**config.mk**
```make
export PLATFORM = sky130hd
export DESIGN_NAME = char_io_regs
export DESIGN_NICKNAME = d
export VERILOG_FILES = /design/src/rtl/cio_pkg.sv /design/src/rtl/cio_decode.sv /design/src/rtl/cio_rx_slot.sv /design/src/rtl/cio_tx_slot.sv /design/src/rtl/char_io_regs.sv
export SDC_FILE = /design/constraint.sdc
export NUM_CORES = 1
export LEC_CHECK = 0
export BUFFER_PORTS_ARGS = -buffer_cell sky130_fd_sc_hd__clkbuf_2
export CORE_MARGIN = 3
export CORE_UTILIZATION = 37
export CTS_CLUSTER_SIZE = 14
export DETAILED_ROUTE_END_ITERATION = 10
export HOLD_SLACK_MARGIN = 0.06
export PLACE_DENSITY = 0.83
export SYNTH_ARGS = -nofsm -noshare
export SYNTH_HDL_FRONTEND = slang
export SYNTH_HIERARCHICAL = 1
export SYNTH_SLANG_ARGS = --single-unit
export TNS_END_PERCENT = 20
```
**constraint.sdc**
```tcl
create_clock -name clk -period 2.75 [get_ports clk]
set_input_delay 0.1375 -clock clk [delete_from_list [all_inputs] [get_ports clk]]
set_output_delay 0.1375 -clock clk [all_outputs]
set_load 0.02 [all_outputs]
```
**src/rtl/cio_pkg.sv**
```systemverilog
package cio_pkg;
  localparam int NUM_REGS  = 4;
  localparam int BYTES_PER = 4;

  typedef enum logic [1:0] {
    REG_RX_CTRL = 2'd0,
    REG_RX_DATA = 2'd1,
    REG_TX_CTRL = 2'd2,
    REG_TX_DATA = 2'd3
  } cio_reg_e;
endpackage

```
**src/rtl/cio_decode.sv**
```systemverilog
module cio_decode #(
  parameter int              ADDR_W = 32,
  parameter logic [ADDR_W-1:0] BASE = 32'hFFFF_0000
) (
  input  logic [ADDR_W-1:0]          addr,
  input  logic                       rd,
  input  logic                       wr,
  output logic [cio_pkg::NUM_REGS-1:0] rd_sel,
  output logic [cio_pkg::NUM_REGS-1:0] wr_sel
);
  localparam int LANE_W = $clog2(cio_pkg::BYTES_PER);
  localparam int OFF_W  = $clog2(cio_pkg::NUM_REGS * cio_pkg::BYTES_PER);
  localparam int IDX_W  = OFF_W - LANE_W;

  logic             in_window;
  logic [IDX_W-1:0] idx;

  assign in_window = (addr[ADDR_W-1:OFF_W] == BASE[ADDR_W-1:OFF_W]) &&
                     (addr[LANE_W-1:0] == '0);
  assign idx = addr[OFF_W-1:LANE_W];

  for (genvar g = 0; g < cio_pkg::NUM_REGS; g++) begin : g_sel
    assign rd_sel[g] = rd && in_window && (idx == IDX_W'(g));
    assign wr_sel[g] = wr && in_window && (idx == IDX_W'(g));
  end

  always_comb begin
    a_r3_rd_onehot: assert ($onehot0(rd_sel));
    a_r8_wr_onehot: assert ($onehot0(wr_sel));
  end
endmodule

```
**src/rtl/cio_rx_slot.sv**
```systemverilog
module cio_rx_slot #(
  parameter int CHAR_W = 8
) (
  input  logic              clk,
  input  logic              rst,
  input  logic              load,
  input  logic [CHAR_W-1:0] load_char,
  input  logic              consume,
  output logic              ready,
  output logic [CHAR_W-1:0] held
);
  always_ff @(posedge clk) begin
    if (rst) begin
      ready <= 1'b0;
      held  <= '0;
    end else if (load) begin
      held  <= load_char;
      ready <= 1'b1;
    end else if (consume) begin
      ready <= 1'b0;
    end
  end

  a_r4_load_sets: assert property (@(posedge clk) disable iff (rst)
    load |=> (ready && held == $past(load_char)));
  a_r5_read_clears: assert property (@(posedge clk) disable iff (rst)
    (consume && !load) |=> !ready);
  a_r9_idle_stable: assert property (@(posedge clk) disable iff (rst)
    (!load && !consume) |=> ($stable(ready) && $stable(held)));
endmodule

```
**src/rtl/cio_tx_slot.sv**
```systemverilog
module cio_tx_slot #(
  parameter int CHAR_W = 8
) (
  input  logic              clk,
  input  logic              rst,
  input  logic              write,
  input  logic [CHAR_W-1:0] write_char,
  input  logic              take,
  output logic              ready,
  output logic [CHAR_W-1:0] held
);
  always_ff @(posedge clk) begin
    if (rst) begin
      ready <= 1'b1;
      held  <= '0;
    end else if (write) begin
      held  <= write_char;
      ready <= 1'b0;
    end else if (take && !ready) begin
      ready <= 1'b1;
    end
  end

  a_r6_write_clears: assert property (@(posedge clk) disable iff (rst)
    write |=> (!ready && held == $past(write_char)));
  a_r7_take_sets: assert property (@(posedge clk) disable iff (rst)
    (take && !write) |=> ready);
  a_r8_char_stable: assert property (@(posedge clk) disable iff (rst)
    !write |=> $stable(held));
endmodule

```
**src/rtl/char_io_regs.sv**
```systemverilog
module char_io_regs #(
  parameter int                ADDR_W = 32,
  parameter int                DATA_W = 32,
  parameter int                CHAR_W = 8,
  parameter logic [ADDR_W-1:0] BASE   = 32'hFFFF_0000
) (
  input  logic              clk,
  input  logic              rst,
  input  logic [ADDR_W-1:0] bus_addr,
  input  logic              bus_rd,
  input  logic              bus_wr,
  input  logic [DATA_W-1:0] bus_wdata,
  output logic [DATA_W-1:0] bus_rdata,
  input  logic              kbd_valid,
  input  logic [CHAR_W-1:0] kbd_char,
  output logic [CHAR_W-1:0] disp_char,
  output logic              disp_pending,
  input  logic              disp_take
);
  import cio_pkg::*;

  logic [NUM_REGS-1:0] rd_sel;
  logic [NUM_REGS-1:0] wr_sel;
  logic                rx_ready, tx_ready;
  logic [CHAR_W-1:0]   rx_held, tx_held;
  logic [DATA_W-1:0]   rdata_next;
  logic                unused_wdata_hi;

  assign unused_wdata_hi = ^bus_wdata[DATA_W-1:CHAR_W];

  cio_decode #(.ADDR_W(ADDR_W), .BASE(BASE)) u_decode (
    .addr   (bus_addr),
    .rd     (bus_rd),
    .wr     (bus_wr),
    .rd_sel (rd_sel),
    .wr_sel (wr_sel)
  );

  cio_rx_slot #(.CHAR_W(CHAR_W)) u_rx (
    .clk       (clk),
    .rst       (rst),
    .load      (kbd_valid),
    .load_char (kbd_char),
    .consume   (rd_sel[REG_RX_DATA]),
    .ready     (rx_ready),
    .held      (rx_held)
  );

  cio_tx_slot #(.CHAR_W(CHAR_W)) u_tx (
    .clk        (clk),
    .rst        (rst),
    .write      (wr_sel[REG_TX_DATA]),
    .write_char (bus_wdata[CHAR_W-1:0]),
    .take       (disp_take),
    .ready      (tx_ready),
    .held       (tx_held)
  );

  always_comb begin
    rdata_next = '0;
    unique case (1'b1)
      rd_sel[REG_RX_CTRL]: rdata_next[0]          = rx_ready;
      rd_sel[REG_RX_DATA]: rdata_next[CHAR_W-1:0] = rx_held;
      rd_sel[REG_TX_CTRL]: rdata_next[0]          = tx_ready;
      rd_sel[REG_TX_DATA]: rdata_next[CHAR_W-1:0] = tx_held;
      default:             rdata_next             = '0;
    endcase
  end

  always_ff @(posedge clk) begin
    if (rst) bus_rdata <= '0;
    else     bus_rdata <= rdata_next;
  end

  assign disp_char    = tx_held;
  assign disp_pending = !tx_ready;

  a_r3_idle_zero: assert property (@(posedge clk) disable iff (rst)
    !bus_rd |=> (bus_rdata == '0));
  a_r2_upper_zero: assert property (@(posedge clk) disable iff (rst)
    bus_rd |=> (bus_rdata[DATA_W-1:CHAR_W] == '0));
  a_r7_pending_holds: assert property (@(posedge clk) disable iff (rst)
    (disp_pending && !disp_take) |=> disp_pending);
endmodule

```
Yosys cells after proc, flatten, opt, wreduce, memory -nomap -nowiden --
Cells that the tools add are included.
Word-level totals: input bits 78, register bits after elaboration 50, RAM bits 0, bits in read-only memories 0, word-level logic and storage cells 30, latch bits 0, memories 0, output and inout port bits 41
Operators by class: add/subtract/negate cells 0, $mul 0, equality and inequality tests 4, shift-type cells 0, $lt $le $gt $ge 0, reductions and logical operators 14, bitwise logic cells 0, multiplexer cells 6, div/mod/pow operators 0
Operators with widths (count):
- $eq 28x28->1 const B | 1
- $pmux 7 s2 | 1
- $logic_and 1x1->1 | 9
- $eq 2x2->1 const B | 2
- $logic_not 2->1 | 2
- $mux 1 | 4
- $pmux 1 s4 | 1
- $reduce_bool 2->1 | 2
- $eq 2x1->1 const B | 1
- $logic_not 1->1 | 1

Logic depth before layout (Yosys ltp) --
depth after elaboration 6, depth in mapped cells 7, gate-level depth less buffers 5

Cells and area by module --
Netlist, hierarchy kept.
Modules (own cells, without submodules):
- char_io_regs | cells an instance 54, area each 495.5 sq um, instances 1
- cio_rx_slot | cells an instance 30, area each 321.6 sq um, instances 1
- cio_tx_slot | cells an instance 29, area each 317.8 sq um, instances 1
- cio_decode | cells an instance 24, area each 166.4 sq um, instances 1

Worst setup path before layout --
No wires, ideal clock.
path kind input -> register, start input port bus_addr[1], end register u_tx.held[0], stages 7, path slack 0.728 ns, arrival 1.906 ns, data required time 2.634 ns, path buffers 2, library setup time 0.116 ns, path through or4b_1 > or4_4 > buf_6 > nor3_1 > buf_6 > mux2i_1 > nor2_1
Between the ends: cells in the longest elaborated chain, start to end 4
Ends and longest elaborated chain:
- from (decl) | line char_io_regs.sv:9 | input logic [ADDR_W-1:0] bus_addr,
- $logic_not 2->1 | line cio_decode.sv:19 | (addr[LANE_W-1:0] == '0);
- $logic_and 1x1->1 | line cio_decode.sv:18 | assign in_window = (addr[ADDR_W-1:OFF_W] == BASE[ADDR_W-1:OFF_W]) &&
- $logic_and 1x1->1
- $logic_and 1x1->1 | line cio_decode.sv:24 | assign wr_sel[g] = wr && in_window && (idx == IDX_W'(g));
- net wr_sel[3] | line char_io_regs.sv:23 | logic [NUM_REGS-1:0] wr_sel;
- to (signal assigned) | line cio_tx_slot.sv:17 | held <= write_char;
- to (decl) | line cio_tx_slot.sv:10 | output logic [CHAR_W-1:0] held
The timed path passes the listed nets, and every way through them passes these cells. A chain may end at the register's enable or synchronous reset.

Worst setup path in the final report --
start input port bus_addr[1], end register u_tx.held[6]
The elaborated chain is that of the path after synthesis.

==> results.json <==
{
  "dpl-instance-area_sq_um": 1550,
  "fin_crit_ps": 1770,
  "slowest_delay_ps": 570,
  "power_leakage_nw": 0.852,
  "drtPass1Iterations": 4,
  "pre_cts_ws_ps": 635,
  "fin_skew_ps": 5.89,
  "cts_resized": 0,
  "met2WireLength_mm": 1.33,
  "crit_arrival_ps": 1960,
  "wl_met1_mm": 1.01,
  "period_share_pct": 64.2,
  "synth_area_sq_um": 1280,
  "cp_top_family": "simple AND/OR/NAND/NOR gates",
  "clockBufferDepth": 2,
  "wl_per_cell_um": 10.5,
  "drv_cap": 0,
  "antenna_cells": 0,
  "die_y_um": 64.9,
  "h-tree-depth": 1,
  "critPathKind": "in -> reg",
  "final_cells": 257,
  "tightest_slew_ps": 503,
  "clkLatencyLatePin_ps": 310,
  "port_buffers": 70,
  "crit_fanout": 9,
  "fin_ws_ps": 983,
  "grt_first_pass_wirelength_mm": 4.23,
  "crit_slowest_cell": "or4_4",
  "antenna_found_initial": 0,
  "hpwl_mm": 2.10,
  "path_cells": "clkbuf_2 > or4b_1 > or4_4 > nor3_2 > buf_4 > mux2i_1 > nor2_1",
  "area_delta_synth_final_pct": 33.6,
  "io_pins": 119,
  "place.gp.congestion": 0.655,
  "outcome": "finished, final reports clean",
  "syn_inst": 134,
  "fmax_mhz": 566,
  "fin_tns_setup_ps": 0,
  "rows": 20,
  "pwr_density_cell_nw_per_um2": 435,
  "setup-violations-final": 0,
  "rr_worst_depth": 2,
  "grt_util_all_layers_pct": 12.4,
  "drcViolationCount": 0,
  "cts_sinks": 26,
  "yosys_warnings": 6,
  "viasPerCell": 4.39,
  "clk_pin_slew_ps": 130,
  "avgSynthCellArea_sq_um": 9.59,
  "start_kind": "input port",
  "rsz0062_at_grt": "no",
  "top_layer": "met4",
  "cp_num_buf_inv": 2,
  "required_ps": 2940,
  "detail_route.wirelength_mm": 2.70,
  "mostFrequentLayoutCells": "70 x clkbuf_2, 26 x dfxtp_1, 24 x nor2_1, 24 x conb_1, 16 x mux2i_1",
  "coreArea_sq_um": 3180,
  "layout_commonest_cell": "clkbuf_2",
  "final_util_pct": 54.0,
  "dieWidth_um": 64.9,
  "final_area_sq_um": 1720,
  "worst_setup_path_end_kind": "flop",
  "holdPathStages": 3,
  "hold_path_class": "in -> reg",
  "wl_met3_um": 347,
  "drv_slew": 0,
  "hold_viol_final": 0,
  "grt_pass1_vias": 1047,
  "initial_utilization_pct": 40.4,
  "fin_nets": 292,
  "dp.cells": 242,
  "grt_max_degree": 27,
  "cts_made_buffers": 3,
  "vias": 1129,
  "drtAntennaViolNets": 0,
  "crit_cells": 7,
  "cts_tree": "yes",
  "root_buffer": "clkbuf_4",
  "drive_gt1_share_pct": 38.5,
  "drtIter0Drc": 59,
  "ir_worst_vdd_mv": 0.173,
  "max_slew_margin_pct": 66.5,
  "grt_overflow": 0,
  "die-area_sq_um": 4220
}
## worst register-to-register path, cell delays in order (launching register included)
cell and delay [ps]:
dfxtp_1 360, a22oi_2 190, a21oi_2 60
## layout make-up
| class | instances | area [sq um] |
|---|---|---|
| repair buffers | 84 | 483 |
| inverters | 2 | 7.51 |
| clock buffers | 3 | 22.5 |
| multi-input cells | 97 | 598 |
| well taps | 44 | 55.1 |
| flip-flops and latches | 26 | 520 |
| fillers | 283 | 1460 |
| clock inverters | 1 | 30.0 |
## state kept, by name, summed over array words and instances (netlist names)
signal / cells
bus_rdata: 8
u_rx/held: 8
u_tx/held: 8
u_rx/ready: 1
u_tx/ready: 1
## repair_timing
action                                 4_1_cts  5_1_grt
hold buffers                                11        0
endpoints found under the hold margin       11        0
buffers inserted                             0        0
## metal layers
metal | global-route usage [%] | vias up
li1 | - | 569
met1 | 13.7 | 492
met2 | 23.5 | 66
met3 | 2.60 | 2
met4 | 3.96 | 0
met5 | 0 | -
## stage by stage
| step | hold WS (ps) | total power, mW |
|---|---|---|
| after CTS | 60.3 | 0.751 |
| after global placement | 371 | 0.488 |
| after floorplan | 282 | 0.477 |
| final | 67.3 | 0.747 |
| after detailed placement | 381 | 0.491 |
| after global routing | 70.2 | 0.775 |
## final timing paths
check | endpoint | slack, ps | startpoint
min reg2reg | u_rx/held[4]$_SDFFE_PP0P_ | 510 | u_rx/held[4]$_SDFFE_PP0P_
min | u_rx/held[5]$_SDFFE_PP0P_ | 70 | kbd_char[5]
max | u_tx/held[6]$_SDFFE_PP0P_ | 980 | bus_addr[1]
max reg2reg | bus_rdata[0]$_SDFF_PP0_ | 2030 | u_tx/held[0]$_SDFFE_PP0P_
## report_power, final
part | internal, mW | switching, mW
clock network | 0.147 | 0.104
logic | 0.0482 | 0.0579
registers | 0.385 | 0.00491
total | 0.580 | 0.166
No activity file was read; power rests on OpenSTA's default activity.
